## src/rtl/dram_page_pkg.sv

```systemverilog
package dram_page_pkg;
  typedef enum logic [2:0] {
    ST_IDLE,
    ST_PRE,
    ST_ACT,
    ST_COL,
    ST_CASL,
    ST_CASH
  } seq_state_e;
endpackage

```

## src/rtl/dram_step_timer.sv

```systemverilog
module dram_step_timer #(
  parameter int CNT_W = 4
) (
  input  logic             clk_i,
  input  logic             rst_ni,
  input  logic             load_i,
  input  logic [CNT_W-1:0] len_i,
  output logic [CNT_W-1:0] cnt_o,
  output logic             done_o
);
  logic [CNT_W-1:0] cnt_q;

  always_ff @(posedge clk_i or negedge rst_ni) begin
    if (!rst_ni)             cnt_q <= '0;
    else if (load_i)         cnt_q <= len_i;
    else if (cnt_q != '0)    cnt_q <= cnt_q - 1'b1;
  end

  assign cnt_o  = cnt_q;
  assign done_o = (cnt_q == '0);
endmodule

```

## src/rtl/dram_row_track.sv

```systemverilog
module dram_row_track #(
  parameter int ROW_W     = 10,
  parameter int T_RAS_MAX = 24,
  parameter int PAGE_LEN  = 6
) (
  input  logic             clk_i,
  input  logic             rst_ni,
  input  logic             ras_n_i,
  input  logic             open_i,
  input  logic             close_i,
  input  logic [ROW_W-1:0] row_i,
  input  logic [ROW_W-1:0] cmp_row_i,
  output logic             open_o,
  output logic             hit_o,
  output logic             budget_out_o
);
  localparam int RC_W = $clog2(T_RAS_MAX + 1) + 1;

  logic             open_q;
  logic [ROW_W-1:0] row_q;
  logic [RC_W-1:0]  ras_cnt_q;

  always_ff @(posedge clk_i or negedge rst_ni) begin
    if (!rst_ni) begin
      open_q <= 1'b0;
      row_q  <= '0;
    end else if (open_i) begin
      open_q <= 1'b1;
      row_q  <= row_i;
    end else if (close_i) begin
      open_q <= 1'b0;
    end
  end

  // cycles the row strobe has already been low before the current one
  always_ff @(posedge clk_i or negedge rst_ni) begin
    if (!rst_ni)                ras_cnt_q <= '0;
    else if (ras_n_i)           ras_cnt_q <= '0;
    else if (ras_cnt_q != '1)   ras_cnt_q <= ras_cnt_q + 1'b1;
  end

  assign open_o       = open_q;
  assign hit_o        = open_q && (row_q == cmp_row_i);
  // a page cycle plus the closing idle cycle must still fit
  assign budget_out_o = (int'(ras_cnt_q) + PAGE_LEN + 2) > T_RAS_MAX;

  AST_RAS_BUDGET: assert property (@(posedge clk_i) disable iff (!rst_ni)
    !ras_n_i |-> (int'(ras_cnt_q) < T_RAS_MAX));
  AST_OPEN_TRACKS_RAS: assert property (@(posedge clk_i) disable iff (!rst_ni)
    open_q == !ras_n_i);
endmodule

```

## src/rtl/dram_page_ctrl.sv

```systemverilog
module dram_page_ctrl
  import dram_page_pkg::*;
#(
  parameter int ROW_W     = 10,
  parameter int COL_W     = 10,
  parameter int DQ_W      = 4,
  parameter int T_RAH     = 2,
  parameter int T_CAS     = 3,
  parameter int T_CP      = 2,
  parameter int T_RP      = 3,
  parameter int T_RD      = 2,
  parameter int T_RAS_MAX = 24
) (
  input  logic                     clk_i,
  input  logic                     rst_ni,
  input  logic                     req_valid_i,
  output logic                     req_ready_o,
  input  logic                     req_we_i,
  input  logic [ROW_W+COL_W-1:0]   req_addr_i,
  input  logic [DQ_W-1:0]          req_wdata_i,
  output logic                     rsp_valid_o,
  output logic [DQ_W-1:0]          rsp_rdata_o,
  output logic [COL_W-1:0]         dram_addr_o,
  output logic                     dram_ras_no,
  output logic                     dram_cas_no,
  output logic                     dram_we_no,
  output logic                     dram_oe_no,
  output logic [DQ_W-1:0]          dram_dq_o,
  output logic                     dram_dq_oe_o,
  input  logic [DQ_W-1:0]          dram_dq_i
);
  localparam int ADDR_W   = ROW_W + COL_W;
  localparam int PAGE_LEN = 1 + T_CAS + T_CP;
  localparam int MAX_A    = (T_RAH > T_CAS) ? T_RAH : T_CAS;
  localparam int MAX_B    = (T_CP > T_RP) ? T_CP : T_RP;
  localparam int MAX_T    = (MAX_A > MAX_B) ? MAX_A : MAX_B;
  localparam int CNT_W    = $clog2(MAX_T + 1);
  localparam int AW       = (ROW_W > COL_W) ? ROW_W : COL_W;

  seq_state_e state_q, state_d;

  logic              ras_n_q, ras_n_d, cas_n_q, cas_n_d;
  logic              we_n_q, we_n_d, oe_n_q, oe_n_d;
  logic [COL_W-1:0]  addr_q, addr_d;
  logic              dq_oe_q, dq_oe_d;
  logic [DQ_W-1:0]   dq_q, dq_d;
  logic              pend_q, pend_d;
  logic              rsp_q, rsp_d;
  logic [DQ_W-1:0]   rdata_q, rdata_d;
  logic              rq_we_q;
  logic [ADDR_W-1:0] rq_addr_q;
  logic [DQ_W-1:0]   rq_wdata_q;
  logic              capture;

  logic              tmr_load, tmr_done;
  logic [CNT_W-1:0]  tmr_len, tmr_cnt;

  logic              row_open, row_hit, budget_out, open_set, row_close;

  logic              sel_we;
  logic [ADDR_W-1:0] sel_addr;
  logic [DQ_W-1:0]   sel_wdata;
  logic [ROW_W-1:0]  sel_row;
  logic [COL_W-1:0]  sel_col;

  dram_step_timer #(.CNT_W(CNT_W)) u_tmr (
    .clk_i  (clk_i),
    .rst_ni (rst_ni),
    .load_i (tmr_load),
    .len_i  (tmr_len),
    .cnt_o  (tmr_cnt),
    .done_o (tmr_done)
  );

  dram_row_track #(
    .ROW_W     (ROW_W),
    .T_RAS_MAX (T_RAS_MAX),
    .PAGE_LEN  (PAGE_LEN)
  ) u_row (
    .clk_i        (clk_i),
    .rst_ni       (rst_ni),
    .ras_n_i      (ras_n_q),
    .open_i       (open_set),
    .close_i      (row_close),
    .row_i        (sel_row),
    .cmp_row_i    (req_addr_i[ADDR_W-1:COL_W]),
    .open_o       (row_open),
    .hit_o        (row_hit),
    .budget_out_o (budget_out)
  );

  // in idle the live request is used, later the captured one
  always_comb begin
    if (state_q == ST_IDLE) begin
      sel_we    = req_we_i;
      sel_addr  = req_addr_i;
      sel_wdata = req_wdata_i;
    end else begin
      sel_we    = rq_we_q;
      sel_addr  = rq_addr_q;
      sel_wdata = rq_wdata_q;
    end
    sel_row = sel_addr[ADDR_W-1:COL_W];
    sel_col = sel_addr[COL_W-1:0];
  end

  assign req_ready_o = (state_q == ST_IDLE) && !(row_open && budget_out);

  always_comb begin
    state_d   = state_q;
    ras_n_d   = ras_n_q;
    cas_n_d   = cas_n_q;
    we_n_d    = we_n_q;
    oe_n_d    = oe_n_q;
    addr_d    = addr_q;
    dq_oe_d   = dq_oe_q;
    dq_d      = dq_q;
    pend_d    = pend_q;
    rsp_d     = 1'b0;
    rdata_d   = rdata_q;
    capture   = 1'b0;
    tmr_load  = 1'b0;
    tmr_len   = '0;
    open_set  = 1'b0;
    row_close = 1'b0;
    case (state_q)
      ST_IDLE: begin
        if (row_open && budget_out) begin
          state_d   = ST_PRE;
          ras_n_d   = 1'b1;
          row_close = 1'b1;
          pend_d    = 1'b0;
          tmr_load  = 1'b1;
          tmr_len   = CNT_W'(T_RP - 1);
        end else if (req_valid_i) begin
          capture = 1'b1;
          if (row_hit) begin
            state_d = ST_COL;
            addr_d  = sel_col;
            we_n_d  = !sel_we;
            dq_oe_d = sel_we;
            dq_d    = sel_wdata;
          end else if (row_open) begin
            state_d   = ST_PRE;
            ras_n_d   = 1'b1;
            row_close = 1'b1;
            pend_d    = 1'b1;
            tmr_load  = 1'b1;
            tmr_len   = CNT_W'(T_RP - 1);
          end else begin
            state_d  = ST_ACT;
            ras_n_d  = 1'b0;
            addr_d   = AW'(sel_row);
            open_set = 1'b1;
            tmr_load = 1'b1;
            tmr_len  = CNT_W'(T_RAH - 1);
          end
        end
      end
      ST_PRE: begin
        if (tmr_done) begin
          if (pend_q) begin
            state_d  = ST_ACT;
            ras_n_d  = 1'b0;
            addr_d   = AW'(sel_row);
            open_set = 1'b1;
            pend_d   = 1'b0;
            tmr_load = 1'b1;
            tmr_len  = CNT_W'(T_RAH - 1);
          end else begin
            state_d = ST_IDLE;
          end
        end
      end
      ST_ACT: begin
        if (tmr_done) begin
          state_d = ST_COL;
          addr_d  = sel_col;
          we_n_d  = !sel_we;
          dq_oe_d = sel_we;
          dq_d    = sel_wdata;
        end
      end
      ST_COL: begin
        state_d  = ST_CASL;
        cas_n_d  = 1'b0;
        oe_n_d   = rq_we_q;
        tmr_load = 1'b1;
        tmr_len  = CNT_W'(T_CAS - 1);
      end
      ST_CASL: begin
        if (!rq_we_q && (tmr_cnt == CNT_W'(T_CAS - T_RD))) begin
          rsp_d   = 1'b1;
          rdata_d = dram_dq_i;
        end
        if (tmr_done) begin
          state_d  = ST_CASH;
          cas_n_d  = 1'b1;
          oe_n_d   = 1'b1;
          we_n_d   = 1'b1;
          dq_oe_d  = 1'b0;
          tmr_load = 1'b1;
          tmr_len  = CNT_W'(T_CP - 1);
        end
      end
      ST_CASH: begin
        if (tmr_done) state_d = ST_IDLE;
      end
      default: state_d = ST_IDLE;
    endcase
  end

  always_ff @(posedge clk_i or negedge rst_ni) begin
    if (!rst_ni) begin
      state_q    <= ST_IDLE;
      ras_n_q    <= 1'b1;
      cas_n_q    <= 1'b1;
      we_n_q     <= 1'b1;
      oe_n_q     <= 1'b1;
      addr_q     <= '0;
      dq_oe_q    <= 1'b0;
      dq_q       <= '0;
      pend_q     <= 1'b0;
      rsp_q      <= 1'b0;
      rdata_q    <= '0;
      rq_we_q    <= 1'b0;
      rq_addr_q  <= '0;
      rq_wdata_q <= '0;
    end else begin
      state_q <= state_d;
      ras_n_q <= ras_n_d;
      cas_n_q <= cas_n_d;
      we_n_q  <= we_n_d;
      oe_n_q  <= oe_n_d;
      addr_q  <= addr_d;
      dq_oe_q <= dq_oe_d;
      dq_q    <= dq_d;
      pend_q  <= pend_d;
      rsp_q   <= rsp_d;
      rdata_q <= rdata_d;
      if (capture) begin
        rq_we_q    <= req_we_i;
        rq_addr_q  <= req_addr_i;
        rq_wdata_q <= req_wdata_i;
      end
    end
  end

  assign rsp_valid_o  = rsp_q;
  assign rsp_rdata_o  = rdata_q;
  assign dram_addr_o  = addr_q;
  assign dram_ras_no  = ras_n_q;
  assign dram_cas_no  = cas_n_q;
  assign dram_we_no   = we_n_q;
  assign dram_oe_no   = oe_n_q;
  assign dram_dq_o    = dq_q;
  assign dram_dq_oe_o = dq_oe_q;

  AST_CAS_UNDER_RAS: assert property (@(posedge clk_i) disable iff (!rst_ni)
    !dram_cas_no |-> !dram_ras_no);
  AST_EARLY_WRITE: assert property (@(posedge clk_i) disable iff (!rst_ni)
    ($fell(dram_cas_no) && !dram_we_no) |-> ($past(!dram_we_no) && $past(dram_dq_oe_o)));
  AST_WRITE_OE_HIGH: assert property (@(posedge clk_i) disable iff (!rst_ni)
    !dram_we_no |-> dram_oe_no);
  AST_OE_EXCLUSIVE: assert property (@(posedge clk_i) disable iff (!rst_ni)
    !dram_oe_no |-> (!dram_cas_no && !dram_dq_oe_o));
  AST_RSP_ONE_CYCLE: assert property (@(posedge clk_i) disable iff (!rst_ni)
    rsp_valid_o |=> !rsp_valid_o);
  AST_READY_QUIET: assert property (@(posedge clk_i) disable iff (!rst_ni)
    req_ready_o |-> (dram_cas_no && !dram_dq_oe_o));
  AST_CAS_RISE_WIDTH: assert property (@(posedge clk_i) disable iff (!rst_ni)
    $rose(dram_cas_no) |-> (state_q == ST_CASH));
endmodule

```

## config.mk

```make
export PLATFORM = sky130hd
export DESIGN_NAME = dram_page_ctrl
export DESIGN_NICKNAME = d
export VERILOG_FILES = /design/src/rtl/dram_page_pkg.sv /design/src/rtl/dram_step_timer.sv /design/src/rtl/dram_row_track.sv /design/src/rtl/dram_page_ctrl.sv
export SDC_FILE = /design/constraint.sdc
export NUM_CORES = 1
export LEC_CHECK = 0
export ABC_CLOCK_PERIOD_IN_PS = 3200
export BUFFER_PORTS_ARGS = -buffer_cell sky130_fd_sc_hd__buf_2
export CAP_MARGIN = 20
export CORE_MARGIN = 5
export CORE_UTILIZATION = 30
export DETAILED_ROUTE_END_ITERATION = 8
export SYNTH_ARGS = -nofsm -noshare
export SYNTH_HDL_FRONTEND = slang
export SYNTH_SLANG_ARGS = --single-unit
```

## constraint.sdc

```tcl
create_clock -name clk_i -period 3.2 [get_ports clk_i]
set_clock_uncertainty 0.2 [all_clocks]
set_input_delay 0.96 -clock clk_i [delete_from_list [all_inputs] [get_ports clk_i]]
set_output_delay 0.96 -clock clk_i [all_outputs]
set_load 0.02 [all_outputs]
```

==> impl_metrics.toml <==
[sta]
slew_headroom_pct = 50.6
rsz0062_at_grt = "yes"
worst_pin_slew_ns = 0.742
period_share_pct = 104
setup_viol = 1
slew_viol_final = 0
period_minus_slack_ns = 3.33
hold_violations = 0
max_freq_ghz = 0.301
fin_ws_ns = -0.126

[pwr]
p_per_area_mw_per_mm2 = 1100
ir_worst_vdd_mv = 0.431
leakage_uw = 0.00213

[placement]
io_buffer_count = 56
placed_area_mm2 = 0.00433
placedCellCount = 576
gp_congestion = 0.804
dp_hpwl_um = 6310

[synth]
netlist.area_leader.share_pct = 44.7
synth_seq_cells = 72
netlist_instances = 350
yosys.cell_count.top_type = "dfrtp_1"
netlist_top_cells_area = "dfrtp_1, mux2_2, mux2i_1, nand2_1, dfstp_2"
synth_area_per_cell_um2 = 10.9
yosysTopAreaCell = "dfrtp_1"
yosys-top-cells-count = "dfrtp_1, nand2_1, mux2_2"
ys_seq_area_share_pct = 47.5
synth_fp_nets = 388
yosys_warnings = 0
syn_area_mm2 = 0.00381
synth-edff-count = 0
ys_types = 60
async_reset_ff_share_pct = 100
ys.flop_type = "dfrtp_1"

[global_routing]
grt_pass1_vias = 2923
antenna_found_initial = 0
grt_max_degree = 62
grt_usage_pct = 12.7
grt_pass1_wl_um = 14800
grt_overflow = 0

[detailed_routing]
drt_first_iter_violations = 169
routed_via_density = 4.79
wirelength_um = 8820
post_drt_wl_per_cell_um = 14.8
vias = 2852
drc = 0
drtAntennaViolNets = 0
firstDrtPassIters = 4

[layout]
drive_above_1_share_pct = 34.8
syn_to_final_growth_pct = 22.4
final_cell_area_mm2 = 0.00466
finalCoreUtilization_pct = 37.2
final_cells = 595
diodes = 0
final_nets = 456

[clock_network]
clkTransAtPathRegs_ns = 0.06
clockRootBuffer = "clkbuf_16"
cts_buffers = 9
ctsHoldBuffers = 0
insertion_delay_ns = 0.34
cts_tree = "built"
htree_levels = 3
clock-sinks = 72
cts_max_path_buffers = 2

[floorplanning]
ioPinCount = 57
coreArea_mm2 = 0.0125
dieHeight_um = 123
start_util_pct = 30.4
dieArea_mm2 = 0.0150
die_w_um = 123
rows = 41

[min_path]
whs_path_depth = 2
hold-path-endpoint = "rsp_rdata_o[2]"
min_path_type = "reg2reg"
worstHoldStart = "rsp_rdata_o[2]"

[critical_path]
start_kind = "flip-flop"
required_ns = 2.04
cp.arrival_ns = 2.17
end_kind = "output pin"
crit_fanout = 3
critPathKind = "reg2out"
r2r_cells = 8
r2r_start = "u_row.ras_cnt_q[1]"
r2r_setup_slack_ns = 0.16
reg2reg_to = "dram_addr_o[1]"

[status]
violations = "negative setup slack"
status = "complete, but fails checks"

[run]
maxCapViolCount = 0
==> repair_timing <==
item	4_1_cts	5_1_grt
pin swaps	1	2
gates resized for setup	8	1
endpoints found under the hold margin	0	0
buffers inserted	3	0
endpoints found under the setup margin	1	1
==> logic make-up (layout without fill, tap and decap cells) <==
| family | count (synthesis) | after routing | synth area share, % |
|---|---|---|---|
| AND/OR/NAND/NOR | 88 | 88 | 10.7 |
| buffers and inverters | 30 | 103 | 3.78 |
| flip-flops | 72 | 72 | 47.5 |
| multiplexers | 71 | 71 | 20.0 |
| XOR/XNOR | 15 | 15 | 3.45 |
| adder cells (fa/ha/maj) | 6 | 6 | 1.97 |
| AO/OA/AOI/OAI | 68 | 68 | 12.7 |
==> layer usage <==
metal | wire [um] | share of wire, % | vias up | GRT usage (%)
li1 | - | - | 1377 | -
met1 | 3900 | 44 | 1391 | 16.4
met2 | 4360 | 49 | 70 | 20.4
met3 | 369 | 4.2 | 14 | 2.49
met4 | 187 | 2.1 | 0 | 6.23
met5 | 0 | 0 | - | 0
==> worst max-delay path, stage by stage (launching register included) <==
cell	delay, ns
dfrtp_1	0.39
inv_2	0.09
ha_4	0.21
or3_1	0.31
o311a_1	0.32
o21a_4	0.21
nor2_4	0.12
nor2_4	0.05
buf_6	0.12
==> cell usage in the layout, fill, tap and decap left out, types with 4 or more instances in the layout <==
cell type and count:
mux2i_1 31, buf_2 55, o21ai_0 21, ha_1 5, buf_4 17, mux2_2 40, xor2_1 12, nor2_1 14
clkbuf_16 9, nand2_1 46, dfrtp_1 68, dfstp_2 4, clkinv_2 4, a21oi_1 13, inv_1 12
==> sequential cells by signal, indices dropped and copies added, names as in the netlist <==
signal           cells
dram_dq_oe_o         1
dram_we_no           1
dram_ras_no          1
state_q              3
rq_wdata_q           4
u_tmr.cnt_o          2
rsp_valid_o          1
rsp_rdata_o          4
rq_we_q              1
dram_oe_no           1
rq_addr_q           20
dram_cas_no          1
u_row.row_q         10
u_row.ras_cnt_q      6
u_row.open_o         1
dram_dq_o            4
dram_addr_o         10
pend_q               1
==> worst max-delay path by stage <==
stage / from / to / slack [ns]
after CTS: u_row.ras_cnt_q[1] / req_ready_o / -0.18
after global placement: u_row.ras_cnt_q[1] / req_ready_o / 0.08
after global routing: u_row.ras_cnt_q[1] / req_ready_o / -0.21
final: u_row.ras_cnt_q[1] / req_ready_o / -0.13
after detailed placement: req_addr_i[15] / dram_addr_o[5] / 0.04
after floorplan: u_row.ras_cnt_q[1] / req_ready_o / 0.08
==> where the power goes <==
group          internal, uW  leakage (uW)  switching (uW)
clock                   521      0.000136             381
sequential             1370      0.000867             329
combinational          1200       0.00113            1350
total                  3090       0.00213            2060
==> area by class of cell <==
cell class                      instances  area (um^2)
Clock buffer                           10          229
Clock inverter                          6         37.5
Fill cell                            1260         7860
Inverter                               13         48.8
Multi-Input combinational cell        248         1890
Sequential cell                        72         1810
Tap cell                              172          215
Timing Repair Buffer                   74          434
==> stage by stage <==
step / total power [uW] / hold slack (ns) / setup WS, ns / TNS [ns]
final: 5150 / 0.279 / -0.126 / -0.126
after global routing: 5550 / 0.305 / -0.214 / -0.214
after CTS: 5210 / 0.285 / -0.185 / -0.185
after detailed placement: 4210 / 0.272 / 0.0431 / 0
after global placement: 4130 / 0.256 / 0.0785 / 0
after floorplan: 3520 / 0.269 / 0.0780 / 0
(Power assumes the default switching activity.)
